[src/rtl/timer_pair_pkg.sv]
package timer_pair_pkg;

    localparam int DATA_W = 16;
    localparam int ADDR_W = 3;
    localparam int PRE_W  = 8;

    typedef enum logic [ADDR_W-1:0] {
        A_CTRL_LO = 3'd0,
        A_CNT_LO  = 3'd1,
        A_PER_LO  = 3'd2,
        A_CTRL_HI = 3'd3,
        A_CNT_HI  = 3'd4,
        A_PER_HI  = 3'd5,
        A_HOLD    = 3'd6,
        A_FLAGS   = 3'd7
    } reg_addr_e;

    typedef struct packed {
        logic       en;
        logic [7:0] pad_a;
        logic       gate;
        logic [1:0] psel;
        logic       pair;
        logic       pad_b;
        logic       ext_clk;
        logic       pad_c;
    } ctrl_t;

    function automatic ctrl_t ctrl_from_word(input logic [DATA_W-1:0] w, input logic allow_pair);
        ctrl_t c;
        c       = ctrl_t'(w);
        c.pad_a = '0;
        c.pad_b = 1'b0;
        c.pad_c = 1'b0;
        if (!allow_pair) c.pair = 1'b0;
        return c;
    endfunction

    function automatic logic [PRE_W-1:0] presc_last(input logic [1:0] sel);
        logic [PRE_W-1:0] r;
        case (sel)
            2'b00:   r = PRE_W'(0);
            2'b01:   r = PRE_W'(7);
            2'b10:   r = PRE_W'(63);
            default: r = PRE_W'(255);
        endcase
        return r;
    endfunction

endpackage

[src/rtl/tp_pin_sync.sv]
module tp_pin_sync #(
    parameter int STAGES = 2
) (
    input  logic clk,
    input  logic rst,
    input  logic pin,
    output logic level,
    output logic rise,
    output logic fall
);
    logic [STAGES-1:0] chain;
    logic              prev;

    always_ff @(posedge clk) begin
        if (rst) begin
            chain <= '0;
            prev  <= 1'b0;
        end else begin
            chain <= {chain[STAGES-2:0], pin};
            prev  <= chain[STAGES-1];
        end
    end

    assign level = chain[STAGES-1];
    assign rise  = level & ~prev;
    assign fall  = ~level & prev;
endmodule

[src/rtl/tp_tick_gen.sv]
module tp_tick_gen
    import timer_pair_pkg::*;
(
    input  logic       clk,
    input  logic       rst,
    input  logic       run,
    input  logic       restart,
    input  logic       gate,
    input  logic       ext_clk,
    input  logic [1:0] psel,
    input  logic       pin_level,
    input  logic       pin_rise,
    input  logic       pin_fall,
    output logic       tick,
    output logic       gate_fall
);
    logic [PRE_W-1:0] pcnt;
    logic             src;
    logic             at_last;

    always_comb begin
        if (ext_clk)   src = pin_rise;
        else if (gate) src = pin_level;
        else           src = 1'b1;
    end

    assign at_last   = (pcnt == presc_last(psel));
    assign tick      = run & src & at_last;
    assign gate_fall = run & gate & ~ext_clk & pin_fall;

    always_ff @(posedge clk) begin
        if (rst || restart || !run) begin
            pcnt <= '0;
        end else if (src) begin
            pcnt <= at_last ? '0 : pcnt + PRE_W'(1);
        end
    end
endmodule

[src/rtl/tp_count_word.sv]
module tp_count_word #(
    parameter int W = 16
) (
    input  logic         clk,
    input  logic         rst,
    input  logic         load,
    input  logic [W-1:0] load_val,
    input  logic         clear,
    input  logic         step,
    output logic [W-1:0] cnt
);
    always_ff @(posedge clk) begin
        if (rst)        cnt <= '0;
        else if (load)  cnt <= load_val;
        else if (clear) cnt <= '0;
        else if (step)  cnt <= cnt + W'(1);
    end
endmodule

[src/rtl/timer_pair.sv]
module timer_pair
    import timer_pair_pkg::*;
#(
    parameter int SYNC_STAGES = 2
) (
    input  logic              clk,
    input  logic              rst,
    input  logic              bus_wr,
    input  logic              bus_rd,
    input  logic [ADDR_W-1:0] bus_addr,
    input  logic [DATA_W-1:0] bus_wdata,
    output logic [DATA_W-1:0] bus_rdata,
    input  logic              ext_pin,
    output logic              irq_lo,
    output logic              irq_hi,
    output logic              adc_trig
);
    localparam int W = DATA_W;

    ctrl_t       ctrl_q [2];
    logic [W-1:0] per_q [2];
    logic [W-1:0] cnt_w [2];
    logic [W-1:0] hold_q;
    logic [1:0]  tick_w, gfall_w, ld_w, run_w, restart_w;
    logic [1:0]  clr_w, step_w, hit16;
    logic        pair_on, hit32, lo_full;
    logic        evt_lo, evt_hi, trig_evt;
    logic        pin_level, pin_rise, pin_fall;
    logic        flag_wr;

    assign pair_on = ctrl_q[0].pair;
    assign run_w   = {ctrl_q[1].en & ~pair_on, ctrl_q[0].en};
    assign flag_wr = bus_wr && (bus_addr == A_FLAGS);

    tp_pin_sync #(.STAGES(SYNC_STAGES)) i_pin (
        .clk(clk), .rst(rst), .pin(ext_pin),
        .level(pin_level), .rise(pin_rise), .fall(pin_fall)
    );

    for (genvar i = 0; i < 2; i++) begin : g_half
        localparam logic [ADDR_W-1:0] A_C = ADDR_W'(3 * i);
        localparam logic [ADDR_W-1:0] A_N = ADDR_W'(3 * i + 1);
        localparam logic [ADDR_W-1:0] A_P = ADDR_W'(3 * i + 2);

        assign restart_w[i] = bus_wr && (bus_addr == A_C);
        assign ld_w[i]      = bus_wr && (bus_addr == A_N);

        always_ff @(posedge clk) begin
            if (rst) begin
                ctrl_q[i] <= '0;
                per_q[i]  <= '1;
            end else if (bus_wr) begin
                if (bus_addr == A_C) ctrl_q[i] <= ctrl_from_word(bus_wdata, i == 0);
                if (bus_addr == A_P) per_q[i]  <= bus_wdata;
            end
        end

        tp_tick_gen i_tick (
            .clk(clk), .rst(rst), .run(run_w[i]), .restart(restart_w[i]),
            .gate(ctrl_q[i].gate), .ext_clk(ctrl_q[i].ext_clk), .psel(ctrl_q[i].psel),
            .pin_level(pin_level), .pin_rise(pin_rise), .pin_fall(pin_fall),
            .tick(tick_w[i]), .gate_fall(gfall_w[i])
        );

        tp_count_word #(.W(W)) i_cnt (
            .clk(clk), .rst(rst), .load(ld_w[i]), .load_val(bus_wdata),
            .clear(clr_w[i]), .step(step_w[i]), .cnt(cnt_w[i])
        );

        assign hit16[i] = (cnt_w[i] == per_q[i]);
    end

    assign hit32   = ({cnt_w[1], cnt_w[0]} == {per_q[1], per_q[0]});
    assign lo_full = &cnt_w[0];

    always_comb begin
        if (pair_on) begin
            clr_w     = {2{tick_w[0] & hit32}};
            step_w[0] = tick_w[0] & ~hit32;
            step_w[1] = tick_w[0] & ~hit32 & lo_full;
            evt_lo    = 1'b0;
            evt_hi    = (tick_w[0] & hit32) | gfall_w[0];
            trig_evt  = tick_w[0] & hit32;
        end else begin
            clr_w     = tick_w & hit16;
            step_w    = tick_w & ~hit16;
            evt_lo    = clr_w[0] | gfall_w[0];
            evt_hi    = clr_w[1] | gfall_w[1];
            trig_evt  = clr_w[1];
        end
    end

    always_ff @(posedge clk) begin
        if (rst) begin
            irq_lo   <= 1'b0;
            irq_hi   <= 1'b0;
            adc_trig <= 1'b0;
            hold_q   <= '0;
        end else begin
            irq_lo   <= evt_lo | (irq_lo & ~(flag_wr & bus_wdata[0]));
            irq_hi   <= evt_hi | (irq_hi & ~(flag_wr & bus_wdata[1]));
            adc_trig <= trig_evt;
            if (bus_rd && bus_addr == A_CNT_LO) hold_q <= cnt_w[1];
        end
    end

    always_comb begin
        case (reg_addr_e'(bus_addr))
            A_CTRL_LO: bus_rdata = ctrl_q[0];
            A_CNT_LO:  bus_rdata = cnt_w[0];
            A_PER_LO:  bus_rdata = per_q[0];
            A_CTRL_HI: bus_rdata = ctrl_q[1];
            A_CNT_HI:  bus_rdata = cnt_w[1];
            A_PER_HI:  bus_rdata = per_q[1];
            A_HOLD:    bus_rdata = hold_q;
            default:   bus_rdata = {{(W-2){1'b0}}, irq_hi, irq_lo};
        endcase
    end
endmodule

[config.mk]
export PLATFORM = sky130hd
export DESIGN_NAME = timer_pair
export DESIGN_NICKNAME = d
export VERILOG_FILES = /design/src/rtl/timer_pair_pkg.sv /design/src/rtl/tp_pin_sync.sv /design/src/rtl/tp_tick_gen.sv /design/src/rtl/tp_count_word.sv /design/src/rtl/timer_pair.sv
export SDC_FILE = /design/constraint.sdc
export NUM_CORES = 1
export LEC_CHECK = 0
export ABC_AREA = 1
export BUFFER_PORTS_ARGS = -buffer_cell sky130_fd_sc_hd__buf_4
export CORE_MARGIN = 2
export CORE_UTILIZATION = 60
export DETAILED_ROUTE_END_ITERATION = 16
export PLACE_DENSITY = 0.79
export SYNTH_ARGS = -nofsm -noshare
export SYNTH_HDL_FRONTEND = slang
export SYNTH_SLANG_ARGS = --single-unit
[constraint.sdc]
create_clock -name clk -period 3.4 [get_ports clk]
set_input_delay 0.68 -clock clk [delete_from_list [all_inputs] [get_ports clk]]
set_output_delay 0.68 -clock clk [all_outputs]
set_load 0.01 [all_outputs]
* Word level (Yosys, flattened, before mapping)
Memories as Yosys holds them, arrays and structs flattened. Cells that the tools add are included.
Cells by class: reductions and logical operators 18, equal/unequal tests 16, bitwise gates (word level) 40, add/sub/neg operators 4, mux-type cells 45
Operator list (number):
- 16-bit two-way mux | 8
- 16-bit case mux with 7 select lines | 1
- 8-bit case mux with 3 select lines | 2
- 16-bit by 1-bit adder with 16-bit output (second input constant) | 2
- 16-bit == test | 2
- 32-bit == test | 1
- 1-bit two-way mux | 28
- 1-bit bitwise AND | 20
- 8-bit by 1-bit adder with 8-bit output (second input constant) | 2
- 8-bit == test | 2
- 8-bit two-way mux | 2
- 16-bit AND reduction | 1
- 3-bit == test (second input constant) | 4
- 6-bit two-way mux | 2
- 1-bit bitwise OR | 9
- 1-bit NOT | 8
- 3-bit by 2-bit == test with 1-bit output (second input constant) | 2
- 1-bit logical AND | 6
- 3-bit nonzero test | 2
- 2-bit bitwise AND | 2
- 2-bit by 1-bit == test with 1-bit output (second input constant) | 2
- 2-bit == test (second input constant) | 2
- 2-bit logical NOT | 2
- 1-bit logical OR | 4
- 5 further kinds | 7
Storage, ports and cells: bits in writable memories 44, memories 2, flip-flop bits (word level) 70, input bits 24, output and inout bits 19
Memory list:
- per_q | depth 2, width 16, rd ports 2, clocked after memory_dff 0, wr ports 2, line timer_pair.sv:21 | logic [W-1:0] per_q [2];
- ctrl_q | depth 2, width 6, rd ports 2, clocked after memory_dff 0, wr ports 2, line timer_pair.sv:20 | ctrl_t ctrl_q [2];

* Logic depth before layout (Yosys ltp)
Gate-level depths: netlist of run 1.
depth in word-level cells 11, depth in mapped cells 16

* By module
A second synthesis of run 1 with hierarchy kept.
Second synthesis, totals: cells, all modules 965, area total of the unflattened synthesis 6869.1 um2
Modules (own cells, without submodules):
- timer_pair | times used 1, area each 3649.8 um2, seq. area each 1671.6 um2, cells each 475
- tp_count_word | times used 2, area each 1052.3 um2, seq. area each 320.3 um2, cells each 160
- tp_tick_gen | times used 2, area each 510.5 um2, seq. area each 160.2 um2, cells each 79
- tp_pin_sync | times used 1, area each 93.8 um2, seq. area each 60.1 um2, cells each 12

* Worst setup path after synthesis of run 1
Ideal clock, no wire load.
path type input to register, start in bus_addr[2], end mem per_q[0][0] (enable), setup slack 545 ps, arrival time 2444 ps, library setup time 411 ps, cell stages on the path 4, path through buf_2 -> nor3_2 -> inv_1 -> o21ai_0
RTL lines:
- start, declared | line timer_pair.sv:10 | input logic [ADDR_W-1:0] bus_addr,
- end, declared | line timer_pair.sv:21

* Worst setup path after layout of run 1
start in bus_addr[2], end out bus_rdata[5]
On the way: longest elaborated chain between the ends 2, elaborated cells on any way between the ends 8
RTL lines:
- 3-bit == test, or another cell as far along | line timer_pair.sv:108 | case (reg_addr_e'(bus_addr))
- 16-bit case mux with 7 select lines (*) | line timer_pair.sv:108
- end, declared | line timer_pair.sv:12 | output logic [DATA_W-1:0] bus_rdata,
Every way passes the cells marked *; elsewhere a longest branch is shown, timed or not.

==> metrics.txt, run 1 <==
Finished Layout Cells approximately 1.2k; simple-gate share of the synthesized area between 30% and 40%; post-synth cell types 40; vias in the first global route ~6.0k; Die Y around 110 µm; Via density approximately 5.7; Worst Reg-to-Reg Cells 11; power per standard cell area between 400 and 500 nW/µm²; largest family of logic cells by synthesized area simple AND/OR/NAND/NOR gates; IO buf count 42; Hold Path Class flop to flop; Initial Util 61.8%; Crit. End Element primary output; DRC viols 0; largest net degree at the start of global routing 35; CP Launch Type input pin; Compound-Gate Fraction of Synth Area approximately 13%; asr flop ratio synth 0%; fmax 351 MHz; final worst setup slack between 500 and 600 ps; Synth Area per Inst about 7 µm²; dpl hpwl 14.2 mm; Hold Crit Depth 2; area grow syn2layout 14.5%; initial antenna violation count 0; sequential share of the synthesized area roughly 40%; postcts setup bufs 0; Setup CP Type input pin to primary output; Setup Viol. Count Final 0; CTS resizes 0; final net count around 1.1k; post-route clock period utilization between 80 and 90%; layout cells sized above 1 10.7%; hold_buf cts 0; worst relative slew slack a little under two fifths; post-synthesis mux area share 0%; post-synthesis adder-cell area fraction less than 1%; xor/xnor cell area share of the yosys netlist 4.54%; DP Cell Count ~1.1k; CTS Sinks 113; Die Area 12100 µm²; core area 10900 µm²; most frequent cell after synthesis nand2_1; Leak Pwr 3.18 nW; Syn Inst Count between 900 and 1k; final instance area between 7000 and 8000 µm²; Total Power 3.73 mW; Reg-to-Reg End g_half[1].i_cnt.cnt[12]$_SDFFE_PP0P_; Final TNS setup 0 ps; Layout Utilization a little over two thirds; Tightest Pin Transition about 940 ps; Syn Nets ~1.0k; Horiz. Die Dim around 110 µm; Root Driver clkbuf_16; Wirelength per Cell 16.5 µm; total track usage 33.7%; Final Hold Vio Count 0; H-Tree Level Count 4; Diodes inserted 0; CTS tree yes; hold_ws between 400 and 500 ps; number of synthesized flops with an enable pin 43; Max Cap Viol 0; drt first pass iters 6; CTS max path bufs 2; CTS buffer count 17; min-delay src i_pin.chain[0]$_SDFF_PP0_; R2R Setup Slk between 800 and 900 ps; Ports 43; Synth area leader dfxtp_1; min Tclk post-route roughly 2800 ps; hold endpoint i_pin.chain[1]$_SDFF_PP0_; final RePlAce weighted congestion between 0.9 and 1; global-route wire length before repair just over 30 mm; DRT iter0 DRCs 732; Max Slew Vio Count 0; placed inst area between 7000 and 8000 µm²; vias between 6k and 7k; Place WS about 610 ps; Filler cells roughly 950; Worst-Skew Late Latency slightly above 400 ps; drt total wl between 15 and 20 mm; WP data arrival 2170 ps; Most used DFF post-synth dfxtp_1; Required @ worst endpoint 2720 ps; top cells by count, synth 282 x nand2_1, 134 x nor2_1, 119 x inv_1; Clock transition at path regs 50 ps; R2R Path Start ctrl_q[0][3]$_SDFFCE_PN0P_; Routed Antenna Nets 0; row cnt 38; Max FO, Critical Path 16; total gr overflow 0; worst vdd ir around 0.45 mV; Yosys warnings 0; Synth area leaders dfxtp_1 21%, edfxtp_1 19%, nand2_1 16%; status finished, final reports clean; Post-Syn Area a little under 7000 µm²; clock skew around 9.6 ps; Yosys reg bits roughly 110; Synth top area share about a fifth; unrepaired setup endpoints after global routing false
-- routing by layer --
layer | up-vias | part of all wire (%) | global-route usage (%)
li1 | 3276 | - | -
met1 | 3030 | 41 | 42.0
met2 | 296 | 48 | 55.4
met3 | 58 | 7.2 | 8.00
met4 | 0 | 4.3 | 15.4
met5 | - | 0 | 0
-- final cells by class --
cell class / count / area [µm²] / share of cell area [%]
inverters: 132 / 495 / 6.40
multi-input cells: 705 / 3410 / 44.0
repair buffers: 53 / 398 / 5.14
well taps: 140 / 175 / 2.26
clock buffers: 25 / 485 / 6.28
flip-flops and latches: 113 / 2690 / 34.8
clock inverters: 7 / 82.6 / 1.07
-- sequential cells by signal, indices dropped and copies added, names as in the netlist --
| signal | count |
|---|---|
| ctrl_q | 11 |
| g_half.i_cnt.cnt | 32 |
| adc_trig | 1 |
| i_pin.prev | 1 |
| irq_hi | 1 |
| i_pin.chain | 2 |
| per_q | 32 |
| hold_q | 16 |
| g_half.i_tick.pcnt | 16 |
| irq_lo | 1 |
-- cells in the final DEF (no fill, tap or decap), drive strengths merged, types with 15 or more instances in the layout --
cell type / count
dfxtp: 70
clkbuf: 25
nand3: 49
o21ai: 50
xnor2: 19
buf: 53
nor2: 146
inv: 130
xor2: 16
nand2: 284
a21oi: 38
nor3: 21
o22ai: 15
edfxtp: 43
-- how the worst max path moves through the flow --
stage,endpoint,cells past startpoint,from
5_1_grt,bus_rdata[5],6,bus_addr[2]
6_report,bus_rdata[5],6,bus_addr[2]
2_1_floorplan,per_q[0][0]$_SDFFCE_PN1P_,4,bus_addr[2]
3_3_place_gp,bus_rdata[5],6,bus_addr[2]
4_1_cts,bus_rdata[5],6,bus_addr[2]
3_5_place_dp,bus_rdata[5],6,bus_addr[2]
-- where the power goes --
part | total [mW] | switching (mW) | internal [mW]
clock | 1.72 | 0.594 | 1.13
sequential | 1.55 | 0.0777 | 1.48
combinational | 0.461 | 0.293 | 0.168
total | 3.73 | 0.965 | 2.77
-- critical path, cell delays in order --
cell and delay, ps:
buf_4 150, nand3_1 490, o21ai_0 150, a221oi_1 310, o2111ai_1 200, buf_4 190
-- kinds of logic (layout without fill, tap and decap cells) --
family,Yosys count,in the layout
DFF,113,113
buffers and inverters,166,217
adders and majority gates,4,4
AOI/OAI and AO/OA,144,144
xor gates and xnor gates,35,35
and+or+nand+nor,522,522
Note: power is estimated with default switching activity, not from simulation.
==> inputs of run 2 (changes only) <==
--- a/config.mk
+++ b/config.mk
@@ -8,9 +8,9 @@
 export ABC_AREA = 1
 export BUFFER_PORTS_ARGS = -buffer_cell sky130_fd_sc_hd__buf_4
 export CORE_MARGIN = 2
-export CORE_UTILIZATION = 60
+export CORE_UTILIZATION = 55
 export DETAILED_ROUTE_END_ITERATION = 16
-export PLACE_DENSITY = 0.79
+export PLACE_DENSITY = 0.76
 export SYNTH_ARGS = -nofsm -noshare
 export SYNTH_HDL_FRONTEND = slang
 export SYNTH_SLANG_ARGS = --single-unit
==> constraint.sdc (replaced) <==
create_clock -name clk -period 2.4 [get_ports clk]
set_input_delay 0.48 -clock clk [delete_from_list [all_inputs] [get_ports clk]]
set_output_delay 0.48 -clock clk [all_outputs]
set_load 0.01 [all_outputs]
==> run 2 against run 1 <==
Effect of this change: sequential power grew 42%; sequential share of layout area is 0.70 points lower; first-iteration DRC count up 1.6%; via count grew 0.75%; sequential cell count unchanged; cell count up 2.4%; largest cell class unchanged; clock skew is 3.6 ps lower; utilization fell by 5.0 points.
==> metrics.txt, run 2 (same netlist as run 1, synthesis figures left out) <==
CTS max path bufs 2; Die Y ~110 µm; Horiz. Die Dim roughly 110 µm; CTS tree yes; Die Area roughly 13000 µm²; CP Launch Type flop; unrepaired setup endpoints after global routing false; DRT iter0 DRCs ~740; final RePlAce weighted congestion 0.999; drt first pass iters 5; Max Cap Viol 0; final instance area around 7900 µm²; worst vdd ir about 0.49 mV; drt total wl ~20 mm; total gr overflow 0; Hold Crit Depth 3; GR Util met3 approximately 7.6%; Worst-Skew Late Latency approximately 420 ps; Wirelength per Cell around 16 µm; vias about 6.7k; Clk pwr share 44.2%; area grow syn2layout 16.9%; min Tclk post-route 2280 ps; sw frac roughly 27%; total track usage about 31%; Combinational Power Share 13.3%; Ports 43; Leak Pwr between 3 and 4 nW; power per standard cell area 654 nW/µm²; Setup Viol. Count Final 0; Crit. End Element primary output; commonest non-fill, non-tap cell in the layout nand2_1; dpl hpwl around 14 mm; H-Tree Level Count 4; WP data arrival between 1500 and 2000 ps; most frequent cells in the layout 282 x nand2_1, 134 x nor2_1, 119 x inv_1, 71 x buf_4, 68 x dfxtp_1; DRC viols 0; Max FO, Critical Path 3; placed inst area 7340 µm²; global routing's busiest layer met2; vias in the first global route between 6k and 7k; largest net degree at the start of global routing 39; Final TNS setup 0 ps; status finished, final reports clean; Flop pwr share 42.5%; core area 12000 µm²; row cnt 40; layout cells sized above 1 12.5%; global-route wire length before repair 31.0 mm; CTS Sinks ~110; Worst Reg-to-Reg Cells 12; clock skew ~6.0 ps; Tightest Pin Transition ~560 ps; Largest regs g_half.i_cnt.cnt x32, per_q x32; post-route clock period utilization a little over nine tenths; Total Power 5.17 mW; Required @ worst endpoint 1920 ps; Root Driver clkbuf_16; worst relative slew slack ~62%; met1 usage about two fifths; final net count roughly 1.1k; Net Sw Power ~1.4 mW; cell internal pwr around 3.8 mW; Clock transition at path regs ~50 ps; R2R Setup Slk approximately 170 ps; Filler cells between 1k and 1.5k; Via density about 5.6; initial antenna violation count 0; IO buf count between 40 and 50; Setup CP Type flop to primary output; Routed Antenna Nets 0; CTS buffer count 17; Diodes inserted 0; Final Hold Vio Count 0; M2 GR Usage between 50% and 60%; Initial Util between 50% and 60%; fmax 439 MHz; Max Slew Vio Count 0; Hold Path Class input pin to flop
run 2: changes by cell type in the layout (fill, tap and decap cells not counted), sizes merged:
cell | previous run | this run
buf | 53 | 74
clkinv | 7 | 10
clkbuf | 25 | 23
bufinv | 2 | 1
run 2: cell type report:
class | count | area (µm²) | area share (%)
multi-input combinational | 705 | 3410 | 43.2
timing repair buffer | 74 | 593 | 7.50
sequential | 113 | 2700 | 34.1
inverter | 132 | 495 | 6.27
clock buffer | 23 | 458 | 5.79
tap | 147 | 184 | 2.33
clock inverter | 9 | 65.1 | 0.823
run 2: final timing paths:
path,startpoint,to
setup / recovery,per_q[1][5]$_SDFFCE_PN1P_,bus_rdata[5]
hold / removal,ext_pin,i_pin.chain[0]$_SDFF_PP0_
setup reg to reg,per_q[1][14]$_SDFFCE_PN1P_,g_half[1].i_cnt.cnt[2]$_SDFFE_PP0P_
hold reg to reg,i_pin.chain[0]$_SDFF_PP0_,i_pin.chain[1]$_SDFF_PP0_
run 2: power by group through the flow:
stage	registers, mW	clock network, mW	logic (mW)
5_1_grt	2.20	2.39	0.767
3_3_place_gp	2.23	0	0.660
4_1_cts	2.19	2.29	0.676
2_1_floorplan	2.19	0	0.448
6_report	2.20	2.28	0.688
3_5_place_dp	2.23	0	0.670
run 2: per-stage QoR:
step | utilization, % | setup WS [ps] | instances | hold slack [ps]
2_1_floorplan | - | 179 | 984 | 388
3_3_place_gp | 61.1 | 248 | 1169 | 400
3_5_place_dp | 61.1 | 217 | 1169 | 397
4_1_cts | 65.5 | 128 | 1201 | 265
5_1_grt | 65.8 | 2.16 | 1203 | 287
6_report | 65.8 | 125 | 1203 | 268
run 2: worst max-delay path: stages, from the launching register on:
cell and delay, ps:
edfxtp_1 460, nand3_1 120, o21ai_0 80, a221oi_1 320
o2111ai_1 200, buf_4 190
run 2: timing repair:
item	CTS	global route
buffers inserted	0	2
hold buffers	0	0
gates resized for setup	0	3
endpoints found under the setup margin	0	2
run 2: per-layer routing:
layer | part of all wire, % | vias up
li1 | - | 3326
met1 | 42 | 3052
met2 | 48 | 278
met3 | 7.4 | 54
met4 | 2.9 | 0
met5 | 0 | -
